--- config.mk ---
export PLATFORM = sky130hd
export DESIGN_NAME = sctx_t0_tx
export DESIGN_NICKNAME = d
export VERILOG_FILES = /design/src/rtl/sctx_pkg.sv /design/src/rtl/sctx_parity.sv /design/src/rtl/sctx_bit_sel.sv /design/src/rtl/sctx_retry_ctl.sv /design/src/rtl/sctx_t0_tx.sv
export SDC_FILE = /design/constraint.sdc
export NUM_CORES = 1
export LEC_CHECK = 0
export ABC_CLOCK_PERIOD_IN_PS = 2680
export BUFFER_PORTS_ARGS = -buffer_cell sky130_fd_sc_hd__buf_2
export CORE_UTILIZATION = 45
export CTS_CLUSTER_DIAMETER = 40
export CTS_CLUSTER_SIZE = 10
export DETAILED_ROUTE_END_ITERATION = 8
export PLACE_DENSITY = 0.67
export REMOVE_ABC_BUFFERS = 1
export SLEW_MARGIN = 15
export SYNTH_ARGS = -nofsm -noshare
export SYNTH_HDL_FRONTEND = slang
export SYNTH_SLANG_ARGS = --single-unit
--- constraint.sdc ---
create_clock -name clk -period 2.68 [get_ports clk]
set_clock_uncertainty 0.2 [all_clocks]
set_input_delay 0.268 -clock clk [delete_from_list [all_inputs] [get_ports clk]]
set_output_delay 0.268 -clock clk [all_outputs]
set_load 0.03 [all_outputs]
--- src/rtl/sctx_pkg.sv ---
package sctx_pkg;
  typedef enum logic [1:0] {
    ST_IDLE  = 2'd0,
    ST_FRAME = 2'd1,
    ST_HOLD  = 2'd2
  } sctx_state_e;
endpackage

--- src/rtl/sctx_parity.sv ---
// Parity bit for a data word: even by default, inverted when odd is forced.
module sctx_parity #(
  parameter int DATA_W = 8
) (
  input  logic [DATA_W-1:0] word,
  input  logic              force_odd,
  output logic              par
);
  assign par = (^word) ^ force_odd;
endmodule

--- src/rtl/sctx_bit_sel.sv ---
// Line drive for a given etu position of the frame (1 = pull low).
module sctx_bit_sel #(
  parameter int DATA_W = 8,
  parameter int IDX_W  = 4
) (
  input  logic [IDX_W-1:0]  pos,
  input  logic [DATA_W-1:0] word,
  input  logic              par,
  output logic              pull
);
  always_comb begin
    pull = 1'b0;
    if (pos == '0) begin
      pull = 1'b1;
    end
    for (int i = 0; i < DATA_W; i++) begin
      if (pos == IDX_W'(i + 1)) begin
        pull = ~word[i];
      end
    end
    if (pos == IDX_W'(DATA_W + 1)) begin
      pull = ~par;
    end
  end
endmodule

--- src/rtl/sctx_retry_ctl.sv ---
// Counts retransmissions of the current byte against the programmed limit.
module sctx_retry_ctl #(
  parameter int RETRY_W = 3
) (
  input  logic               clk,
  input  logic               rst,
  input  logic               clear,
  input  logic               bump,
  input  logic [RETRY_W-1:0] limit,
  output logic               allow
);
  logic [RETRY_W-1:0] used;

  always_ff @(posedge clk) begin
    if (rst || clear) begin
      used <= '0;
    end else if (bump && used != '1) begin
      used <= used + 1'b1;
    end
  end

  assign allow = (used < limit);
endmodule

--- src/rtl/sctx_t0_tx.sv ---
module sctx_t0_tx
  import sctx_pkg::*;
#(
  parameter int DATA_W    = 8,
  parameter int GUARD_ETU = 2,
  parameter int GAP_ETU   = 1,
  parameter int RETRY_W   = 3
) (
  input  logic               clk,
  input  logic               rst,
  input  logic [DATA_W-1:0]  tx_data,
  input  logic               tx_send,
  input  logic               etu_tick,
  input  logic               proto_t0,
  input  logic               brk_det_en,
  input  logic               retx_en,
  input  logic               inject_odd,
  input  logic [RETRY_W-1:0] retry_max,
  input  logic               line_in,
  output logic               line_pull,
  output logic               busy,
  output logic               brk_seen,
  output logic               done,
  output logic               fail
);
  localparam int LAST_POS   = DATA_W + 1 + GUARD_ETU;
  localparam int SAMPLE_POS = DATA_W + 2;
  localparam int IDX_W      = $clog2(LAST_POS + 2);

  sctx_state_e       state;
  logic [IDX_W-1:0]  pos;
  logic [DATA_W-1:0] word;
  logic              hit;
  logic              par;
  logic              next_pull;
  logic              allow;
  logic              det_on;
  logic              start_new;
  logic              restart;
  logic [IDX_W-1:0]  pos_next;

  assign det_on    = proto_t0 & brk_det_en;
  assign pos_next  = pos + 1'b1;
  assign start_new = (state == ST_IDLE) && tx_send;
  assign restart   = (state == ST_HOLD) && etu_tick && (pos == IDX_W'(GAP_ETU - 1));

  sctx_parity #(.DATA_W(DATA_W)) u_par (
    .word      (word),
    .force_odd (inject_odd),
    .par       (par)
  );

  sctx_bit_sel #(.DATA_W(DATA_W), .IDX_W(IDX_W)) u_sel (
    .pos  (pos_next),
    .word (word),
    .par  (par),
    .pull (next_pull)
  );

  sctx_retry_ctl #(.RETRY_W(RETRY_W)) u_retry (
    .clk   (clk),
    .rst   (rst),
    .clear (start_new),
    .bump  (restart),
    .limit (retry_max),
    .allow (allow)
  );

  always_ff @(posedge clk) begin
    if (rst) begin
      state     <= ST_IDLE;
      pos       <= '0;
      word      <= '0;
      hit       <= 1'b0;
      line_pull <= 1'b0;
      busy      <= 1'b0;
      brk_seen  <= 1'b0;
      done      <= 1'b0;
      fail      <= 1'b0;
    end else begin
      brk_seen <= 1'b0;
      done     <= 1'b0;
      fail     <= 1'b0;
      case (state)
        ST_IDLE: begin
          if (tx_send) begin
            word      <= tx_data;
            pos       <= '0;
            hit       <= 1'b0;
            line_pull <= 1'b1;
            busy      <= 1'b1;
            state     <= ST_FRAME;
          end
        end
        ST_FRAME: begin
          if (etu_tick) begin
            pos       <= pos_next;
            line_pull <= next_pull;
            if (pos == IDX_W'(SAMPLE_POS)) begin
              hit      <= det_on & ~line_in;
              brk_seen <= det_on & ~line_in;
            end
            if (pos == IDX_W'(LAST_POS)) begin
              pos       <= '0;
              line_pull <= 1'b0;
              if (!hit) begin
                done  <= 1'b1;
                busy  <= 1'b0;
                state <= ST_IDLE;
              end else if (retx_en && allow) begin
                state <= ST_HOLD;
              end else begin
                fail  <= 1'b1;
                busy  <= 1'b0;
                state <= ST_IDLE;
              end
            end
          end
        end
        ST_HOLD: begin
          if (etu_tick) begin
            if (restart) begin
              pos       <= '0;
              hit       <= 1'b0;
              line_pull <= 1'b1;
              state     <= ST_FRAME;
            end else begin
              pos <= pos_next;
            end
          end
        end
        default: state <= ST_IDLE;
      endcase
    end
  end
endmodule

== Yosys cells after proc, flatten, opt, wreduce, memory -nomap -nowiden ==
Cells that the tools add are included.
W data, S select, Z words.

* Flip-flop bits (word level): 23
* Output and inout port bits: 5
* Word-level logic and storage cells: 116

* Add/subtract/negate cells: 2
* $lt $le $gt $ge: 1
* Eq/ne operators: 21
* Mux-type cells: 43
* Bitwise operators: 18
* Reduce and logical (&&, ||, !) cells: 21

{| class="wikitable"
|+ Operator list
! cell !! count
|-
| $mux W1 || 26
|-
| $mux W4 || 5
|-
| $eq A4 B3 Y1 const B || 4
|-
| $eq A4 B4 Y1 const B || 4
|-
| $not A1 Y1 || 15
|-
| $reduce_and A5 Y1 || 3
|-
| $mux W2 || 7
|-
| $pmux W4 S3 || 1
|-
| $ne A2 B2 Y1 const B || 5
|-
| $eq A4 B2 Y1 const B || 2
|-
| $logic_not A4 Y1 || 2
|-
| $reduce_or A4 Y1 || 2
|-
| $reduce_xor A8 Y1 || 1
|-
| $ne A3 B3 Y1 const B || 2
|-
| $pmux W1 S3 || 2
|-
| $pmux W2 S3 || 1
|-
| $reduce_and A6 Y1 || 1
|-
| $logic_and A1 B1 Y1 || 5
|-
| $reduce_or A5 Y1 || 1
|-
| $add A4 B1 Y4 const B || 1
|-
| $eq A4 B1 Y1 const B || 1
|-
| $reduce_and A4 Y1 || 1
|-
| $add A3 B1 Y3 const B || 1
|-
| $lt A3 B3 Y1 || 1
|-
| other kinds (11) || 12
|}

== Longest topological paths before layout ==
Gate-level depths: netlist (run 1).

* Depth in word-level cells: 15
* Depth in mapped cells: 8

== Hierarchy ==
A second synthesis (run 1) with hierarchy kept.

* Cells, all modules: 157
* Area total of the unflattened synthesis: 1408.9 um^2

{| class="wikitable"
|+ Modules (own cells, without submodules)
! module !! times used !! cells an instance !! area each (um^2) !! seq. area each (um^2)
|-
| sctx_t0_tx || 1 || 118 || 1033.5 || 400.4
|-
| sctx_retry_ctl || 1 || 19 || 193.9 || 60.1
|-
| sctx_bit_sel || 1 || 13 || 98.8 || 0.0
|-
| sctx_parity || 1 || 7 || 82.6 || 0.0
|}

== Worst setup path before layout (run 1) ==
Ideal clock, no wire load.

* Path type: flip-flop to flip-flop
* From: register pos[0]
* To: register line_pull
* Setup time: 140 ps
* Arrival: 1619 ps
* Setup slack: 721 ps
* Stages on the path, launching flop included: 8
* Buffers on the path: 0
* Clock period less this slack: 1959 ps
* Cells stage by stage: dfxtp_1 inv_1 ha_1 inv_1 nor2_1 o311a_1 o311ai_0 a41oi_1

* Cells in the longest elaborated chain, start to end: 15
* Elaborated cells on any way between the ends: 29

{| class="wikitable"
|+ RTL lines
! element !! RTL line !! source
|-
| from (decl) || sctx_t0_tx.sv:31 || <nowiki>logic [IDX_W-1:0] pos;</nowiki>
|-
| from (signal assigned) || sctx_t0_tx.sv:97 || <nowiki>pos <= pos_next;</nowiki>
|-
| from (signal assigned) || sctx_t0_tx.sv:128 || <nowiki>pos <= pos_next;</nowiki>
|-
| $add A4 B1 Y4 || sctx_t0_tx.sv:43 || <nowiki>assign pos_next = pos + 1'b1;</nowiki>
|-
| $logic_not A4 Y1 || sctx_bit_sel.sv:13 || <nowiki>if (pos == '0) begin</nowiki>
|-
| $mux W1 || sctx_bit_sel.sv:13 ||
|-
| $mux W1 (8 in a row) || sctx_bit_sel.sv:17 || <nowiki>if (pos == IDX_W'(i + 1)) begin</nowiki>
|-
| $mux W1 || sctx_bit_sel.sv:21 || <nowiki>if (pos == IDX_W'(DATA_W + 1)) begin</nowiki>
|-
| $mux W1 || sctx_t0_tx.sv:103 || <nowiki>if (pos == IDX_W'(LAST_POS)) begin</nowiki>
|-
| $mux W1 || sctx_t0_tx.sv:96 || <nowiki>if (etu_tick) begin</nowiki>
|-
| $pmux W1 S3 || sctx_t0_tx.sv:84 || <nowiki>case (state)</nowiki>
|-
| to (signal assigned) || sctx_t0_tx.sv:98 || <nowiki>line_pull <= next_pull;</nowiki>
|-
| to (decl) || sctx_t0_tx.sv:20 || <nowiki>output logic line_pull,</nowiki>
|}

Several ways; a longest one is shown, not always the timed one. The select of a mux whose other input is x is not followed.
A chain may end at the register's enable or synchronous reset.

== Final worst setup path (run 1) ==
Same ends and word-level chain as after synthesis.

==> results.json, run 1 <==
{
  "io_pins": 25,
  "vias_per_cell": 5.10,
  "drive_gt1_share_pct": 18.2,
  "syn_avg_cell_area_um2": 8.83,
  "dr_total_vias": 1259,
  "ys_seq_elements": 23,
  "synth_cell_types": 52,
  "cp-startpoint": "pos[0]",
  "ys_warn_count": 0,
  "synth_area_leaders": "dfxtp_1 30%, ha_1 12%, nand2_1 6.2%",
  "antenna_found_initial": 0,
  "cts_setup_buffers": 0,
  "worst_ir_drop_vdd_v": 0.000195,
  "hold_slack_ns": 0.127,
  "ant_nets": 0,
  "cts_tree": "built",
  "yosysSeqAreaShare_pct": 30.5,
  "timing.final.crit_share_pct": 81.9,
  "rsz0062_at_grt": "no",
  "finalSetupViolCount": 0,
  "drv_slew": 0,
  "synth_top_cell_area_share_pct": 30.5,
  "grt_util_met2_pct": 33.8,
  "hpwl_um": 2330,
  "grt.busiest_layer": "met2",
  "r2r_setup_slack_ns": 0.48,
  "die_y_um": 59.9,
  "synth_top_cell_by_area": "dfxtp_1",
  "synth_ff_type": "dfxtp_1",
  "synth_edf_count": 0,
  "syn_to_final_growth_pct": 17.1,
  "r2r_end": "line_pull",
  "cts_sinks": 23,
  "grt_pass1_wl_um": 5310,
  "clockRootBuffer": "clkbuf_4",
  "rr_worst_depth": 7,
  "globalRouteTotalUtil_pct": 19.5,
  "diodes": 0,
  "drv_cap": 0,
  "rows": 20,
  "die_x_um": 59.9,
  "die_area_mm2": 0.00359,
  "crit_chain": "inv_1 > ha_1 > inv_1 > nor2_1 > o311a_1 > o311ai_0 > a41oi_1",
  "max-slew-margin-rel_pct": 66.2,
  "cpPeakStageDelay_ns": 0.46,
  "required_ns": 2.67,
  "clk_pin_slew_ns": 0.14,
  "endpoint": "line_pull",
  "firstDrtPassIters": 4,
  "drcViolationCount": 0,
  "crit_type": "reg -> reg",
  "crit_path_start_kind": "flip-flop",
  "grt_use_met1_pct": 25.1,
  "crit_path_end_kind": "flip-flop",
  "netlist_instances": 171,
  "r2r_start": "pos[0]",
  "postRouteWirelength_um": 3120,
  "p_per_area_mw_per_mm2": 449,
  "clock_path_buffers": 2,
  "htreeDepth": 1,
  "post_drt_wl_per_cell_um": 12.6,
  "tightestPinTransition_ns": 0.508,
  "gp_congestion": 0.864,
  "cpMostUsedCell": "inv_1",
  "slowest_stage": "dfxtp_1",
  "min_period_ns": 2.20,
  "drt-initial-drc-count": 60,
  "overflow": 0,
  "timing.setup.tns_ns": 0,
  "portBuffers": 24,
  "arrival_ns": 2.19,
  "syn_area_mm2": 0.00151,
  "fmax_mhz": 456,
  "num-nets-final": 239,
  "worstPathMaxFanout": 6,
  "outcome": "finished, final reports clean",
  "start_util_pct": 48.3,
  "grt_max_degree": 23,
  "cts_made_buffers": 3,
  "hold_viol": 0,
  "power.static_leakage_nw": 0.782,
  "clk-insertion-delay-late_ns": 0.32,
  "ys_async_sr_fraction_pct": 0,
  "hold_class": "in -> reg",
  "core_mm2": 0.00313,
  "use_met3_pct": 2.81,
  "grt_pass1_vias": 1233
}
registers in the layout (all words and copies together) (netlist names):
signal / flops
brk_seen: 1
hit: 1
word: 8
u_retry.used: 3
pos: 4
state: 2
fail: 1
done: 1
busy: 1
line_pull: 1
area by class of cell:
type	instances	area (um2)
clock buffer	3	22.5
clock inverter	1	5.00
fill	291	1360
inverter	14	52.6
multi-input combinational	128	952
sequential	23	460
tap	44	55.1
timing repair buffer	34	220
logic make-up (layout without fill, tap and decap cells):
logic type	count (synthesis)	in the layout	share of synthesized area, %
flops	23	23	30.5
xor+xnor	9	9	7.12
simple gates	65	65	24.2
compound gates	33	33	15.2
fa+ha+maj	15	15	12.4
mux	6	6	4.06
buf+inv	20	52	6.46
layer usage:
| layer | routed length, um | vias to the layer above | share of wire [%] |
|---|---|---|---|
| met4 | 35 | 0 | 1.1 |
| met5 | 0 | - | 0 |
| met1 | 1500 | 568 | 48 |
| met3 | 114 | 5 | 3.7 |
| li1 | - | 657 | - |
| met2 | 1470 | 29 | 47 |
cells in the mapped netlist (3+ instances only):
cell type,instances
nor2_1,7
ha_1,15
nand2_1,25
nor3b_1,3
xnor2_1,3
a21oi_1,15
inv_1,14
nor3_1,5
xor2_1,4
mux2i_1,5
o21ai_0,3
dfxtp_1,23
nand2b_1,4
layout by cell type, fill, tap and decap left out, types with 2 or more instances in the layout:
master	instances
buf_2	24
nand3_1	2
nor3_1	5
dlygate4sd3_1	10
nor4_1	2
or3b_1	2
mux2i_1	5
ha_1	15
o21ai_0	3
nor2b_1	2
nand3b_1	2
inv_1	14
nor2_1	7
a21oi_1	15
nand2_1	25
clkbuf_4	3
xnor2_1	3
dfxtp_1	23
xor2_1	4
nand2b_1	4
nor3b_1	3
where the power goes:
part           switching, mW  internal, mW  leakage [nW]
sequential            0.0186         0.362         0.187
combinational          0.131         0.111         0.577
clock                  0.115        0.0559        0.0177
repair_timing:
action	CTS	global route
resized for setup	0	0
hold buffers	10	0
hold endpoints to repair	9	0
worst min-delay path by stage:
stage	from	to	slack, ns	cells past startpoint
2_1_floorplan	rst	state[0]	0.13	1
3_3_place_gp	line_in	brk_seen	0.25	2
3_5_place_dp	line_in	brk_seen	0.25	2
4_1_cts	etu_tick	fail	0.12	3
5_1_grt	etu_tick	fail	0.14	3
6_report	etu_tick	fail	0.13	3
through the flow:
| stage | total power [mW] | util [%] | area (um2) | setup slack, ns | cells |
|---|---|---|---|---|---|
| 2_1_floorplan | 0.557 | - | 1470 | 0.716 | 165 |
| 3_3_place_gp | 0.610 | 52.4 | 1640 | 0.617 | 233 |
| 3_5_place_dp | 0.619 | 52.4 | 1640 | 0.509 | 233 |
| 4_1_cts | 0.801 | 56.5 | 1770 | 0.485 | 247 |
| 5_1_grt | 0.845 | 56.5 | 1770 | 0.319 | 247 |
| 6_report | 0.793 | 56.5 | 1770 | 0.485 | 247 |
critical path, delay by kind of cell, from the launching register on:
kind            cells  cell delay [ns]
compound gates      3             0.82
flops               1             0.46
fa+ha+maj           1             0.28
buf+inv             2             0.26
simple gates        1             0.05
(Power assumes the default switching activity.)
==> inputs of run 2 (changes only) <==
- ABC_CLOCK_PERIOD_IN_PS: 2680 -> 1900
- PLACE_DENSITY: 0.67 -> 0.7
- clock period: 2.68 -> 1.9 ns (I/O delays scaled with it)
==> results.json, run 2 (synthesis gave the netlist of run 1 again) <==
{
  "postRouteWirelength_um": 3380,
  "layout_setup_ws_ns": 0.0213,
  "wirelength_met1_um": 1590,
  "die_area_mm2": 0.00359,
  "drcViolationCount": 0,
  "cts_tree": "built",
  "post-place-ws_ns": -0.0334,
  "post_drt_wl_per_cell_um": 12.8,
  "drt-initial-drc-count": 45,
  "dr_wl_met2_um": 1650,
  "layout_common_cells": "25 x nand2_1, 24 x buf_2, 19 x dfxtp_1",
  "clock_path_buffers": 2,
  "worstPathMaxFanout": 4,
  "htreeDepth": 1,
  "hold_class": "in -> reg",
  "crit_path_end_kind": "flip-flop",
  "top_regs": "word (8), pos (4), u_retry.used (3)",
  "tightestPinTransition_ns": 0.457,
  "outcome": "finished, final reports clean",
  "clk_pin_slew_ns": 0.13,
  "start_util_pct": 48.3,
  "ant_nets": 0,
  "gp_congestion": 0.879,
  "clk-insertion-delay-late_ns": 0.31,
  "power.static_leakage_nw": 0.876,
  "drv_slew": 0,
  "grt_pass1_wl_um": 5450,
  "top_register": "word",
  "min_period_ns": 1.88,
  "power_mw": 1.18,
  "wl_met3_um": 103,
  "dp.cells": 250,
  "p_per_area_mw_per_mm2": 596,
  "arrival_ns": 1.88,
  "crit_path_start_kind": "flip-flop",
  "grt_pass1_vias": 1261,
  "rows": 20,
  "worst_ir_drop_vdd_v": 0.000290,
  "syn_to_final_growth_pct": 31.6,
  "drv_cap": 0,
  "vias_per_cell": 5.02,
  "rsz0062_at_grt": "yes",
  "hpwl_um": 2480,
  "final_cells": 265,
  "cts_sinks": 23,
  "firstDrtPassIters": 4,
  "required_ns": 1.90,
  "grt_max_degree": 23,
  "top_layer": "met4",
  "fmax_mhz": 532,
  "num-nets-final": 257,
  "portBuffers": 24,
  "die_x_um": 59.9,
  "max-slew-margin-rel_pct": 69.5,
  "n_fill_cell": 271,
  "globalRouteTotalUtil_pct": 20.0,
  "timing.final.crit_share_pct": 98.9,
  "core_mm2": 0.00313,
  "largest_register_ffs": 8,
  "diodes": 0,
  "clockRootBuffer": "clkbuf_4",
  "finalSetupViolCount": 0,
  "hold_viol": 0,
  "overflow": 0,
  "cts_made_buffers": 3,
  "dr_total_vias": 1331,
  "antenna_found_initial": 0,
  "layout_commonest_cell": "nand2_1",
  "crit_type": "reg -> reg",
  "io_pins": 25,
  "drive_gt1_share_pct": 31.2,
  "die_y_um": 59.9,
  "cts_setup_buffers": 0
}
## run 2: layer usage
layer  GRT usage (%)  vias to the layer above
li1                -                      689
met1            24.6                      612
met2            36.0                       26
met3            1.95                        4
met4            6.98                        0
met5               0                        -
## run 2: per-stage QoR
step                      hold WS, ns  utilization (%)  TNS (ns)  area, um2
after detailed placement        0.179             56.5   -0.0334       1770
after global placement          0.168             56.5         0       1770
after floorplan                0.0524                -   -0.0636       1470
final                          0.0526             63.6         0       1990
after CTS                      0.0389             61.0         0       1910
after global routing           0.0723             63.6    -0.110       1990
## run 2: cell type report
| cell class | instances | area, um2 | area share (%) |
|---|---|---|---|
| Multi-Input combinational cell | 128 | 1020 | 51.5 |
| Tap cell | 44 | 55.1 | 2.77 |
| Clock buffer | 4 | 26.3 | 1.32 |
| Sequential cell | 23 | 470 | 23.7 |
| Inverter | 14 | 55.1 | 2.77 |
| Timing Repair Buffer | 52 | 358 | 18.0 |
## run 2: power by group
part	internal, mW	switching [mW]	total [mW]
Sequential	0.510	0.0280	0.538
Clock	0.0821	0.149	0.231
Combinational	0.209	0.208	0.416
Total	0.800	0.384	1.18
## run 2: worst paths after layout
| kind | slack [ns] | endpoint | cells past startpoint | start |
|---|---|---|---|---|
| max | 0.02 | line_pull | 6 | pos[1] |
| min reg2reg | 0.29 | fail | 2 | hit |
| max reg2reg | 0.02 | line_pull | 6 | pos[1] |
| min | 0.05 | brk_seen | 3 | etu_tick |
## run 2: what timing repair did
action / 4_1_cts / 5_1_grt
pin swaps: 1 / 3
hold buffers: 11 / 0
hold endpoints to repair: 9 / 0
endpoints found under the setup margin: 4 / 11
resized for setup: 4 / 20
## run 2: worst max-delay path, cell delays in order (launching register included)
cell and delay, ns:
dfxtp_4 0.38, buf_4 0.14, ha_1 0.20, nor2b_1 0.13, o311a_1 0.28, o311ai_1 0.28
a41oi_1 0.15
==> inputs of run 3 (changes only) <==
- SETUP_SLACK_MARGIN: not set -> 0.3
==> results.json, run 3 (synthesis gave the netlist of run 1 again) <==
{
  "outcome": "finished, final reports clean",
  "power_mw": 1.28,
  "die_area_mm2": 0.00359,
  "firstDrtPassIters": 4,
  "layout_commonest_cell": "nand2_1",
  "overflow": 0,
  "crit_path_end_kind": "flip-flop",
  "drv_cap": 0,
  "top_regs": "word (8), pos (4), u_retry.used (3)",
  "rows": 20,
  "crit_type": "reg -> reg",
  "cpPeakStageDelay_ns": 0.39,
  "worstPathMaxFanout": 6,
  "drcViolationCount": 0,
  "vias_per_cell": 5.28,
  "finalSetupViolCount": 0,
  "antenna_found_initial": 0,
  "top_register": "word",
  "io_pins": 25,
  "largest_register_ffs": 8,
  "drive_gt1_share_pct": 40.5,
  "syn_to_final_growth_pct": 43.3,
  "drv_slew": 0,
  "use_met3_pct": 1.95,
  "grt_pass1_wl_um": 5750,
  "num-nets-final": 263,
  "grt_util_met2_pct": 39.4,
  "clockRootBuffer": "clkbuf_4",
  "clk-insertion-delay-late_ns": 0.32,
  "worst_ir_drop_vdd_v": 0.000281,
  "die_y_um": 59.9,
  "power.static_leakage_nw": 0.930,
  "ant_nets": 0,
  "min_period_ns": 1.85,
  "globalRouteTotalUtil_pct": 20.9,
  "post_drt_wl_per_cell_um": 14.4,
  "arrival_ns": 1.86,
  "drt-initial-drc-count": 84,
  "cts_sinks": 23,
  "postRouteWirelength_um": 3890,
  "core_mm2": 0.00313,
  "tightestPinTransition_ns": 0.437,
  "clk_pin_slew_ns": 0.14,
  "diodes": 0,
  "htreeDepth": 1,
  "start_util_pct": 48.3,
  "dr_total_vias": 1431,
  "portBuffers": 24,
  "cts_made_buffers": 3,
  "dp.cells": 250,
  "timing.final.crit_share_pct": 97.3,
  "cts_tree": "built",
  "hpwl_um": 2480,
  "max-slew-margin-rel_pct": 70.9,
  "die_x_um": 59.9,
  "rsz0062_at_grt": "yes",
  "layout_common_cells": "25 x nand2_1, 24 x buf_2, 19 x buf_4",
  "p_per_area_mw_per_mm2": 593,
  "grt.busiest_layer": "met2",
  "crit_chain": "inv_4 > ha_4 > buf_6 > and4_4 > o21ai_0 > o31ai_1 > a21oi_1",
  "grt_max_degree": 23,
  "slowest_stage": "dfxtp_4",
  "fmax_mhz": 541,
  "final_cells": 271,
  "crit_path_start_kind": "flip-flop",
  "grt_use_met1_pct": 25.5,
  "hold_viol": 0,
  "gp_congestion": 0.879,
  "required_ns": 1.91,
  "clock_path_buffers": 2,
  "hold_class": "in -> reg",
  "utilization_pct": 69.2,
  "grt_pass1_vias": 1303
}
run 3: cell types whose count changed in the layout (fill, tap and decap cells not counted), sizes merged:
cell	change
buf	+6
run 3: area by class of cell:
cell class / count / area, um2
multi-input combinational: 128 / 1120
clock buffer: 4 / 26.3
tap: 44 / 55.1
timing repair buffer: 58 / 418
inverter: 14 / 67.6
fill: 229 / 963
sequential: 23 / 478
run 3: metrics by stage:
stage | cell area, um2 | hold WS [ns] | TNS (ns) | setup slack [ns]
final | 2160 | 0.0545 | 0 | 0.0520
after global routing | 2160 | 0.0610 | -0.0264 | -0.0232
after CTS | 1990 | 0.0395 | 0 | 0.0769
after detailed placement | 1770 | 0.179 | -0.0334 | -0.0334
after global placement | 1770 | 0.168 | 0 | 0.00836
after floorplan | 1470 | 0.0524 | -0.0636 | -0.0636
run 3: worst paths after layout:
check,from,to,slack [ns],depth (start not counted)
setup reg to reg,state[1],busy,0.05,7
hold reg to reg,hit,fail,0.28,2
hold / removal,etu_tick,brk_seen,0.05,3
setup / recovery,state[1],busy,0.05,7
run 3: layer usage:
metal	wire (um)	share of wire [%]
met1	1780	46
met2	1940	50
met3	139	3.6
met4	30	0.77
met5	0	0
run 3: critical path, delay by kind of cell (launching register included):
kind                     cells  cell delay [ns]
AO/OA/AOI/OAI                3             0.53
AND/OR/NAND/NOR              1             0.26
flip-flops                   1             0.39
buffers and inverters        2             0.20
adder cells (fa/ha/maj)      1             0.15
run 3: power breakdown:
part / switching [mW] / total, mW / internal [mW]
logic: 0.248 / 0.502 / 0.255
registers: 0.0326 / 0.543 / 0.510
clock network: 0.155 / 0.237 / 0.0822
total: 0.436 / 1.28 / 0.847
run 3: timing repair:
action                                 CTS  global route
pin swaps                                5            11
gates resized for setup                 23            35
hold buffers                            11             0
setup buffers                            2             4
endpoints found under the hold margin    9             0
setup endpoints to repair               20            20
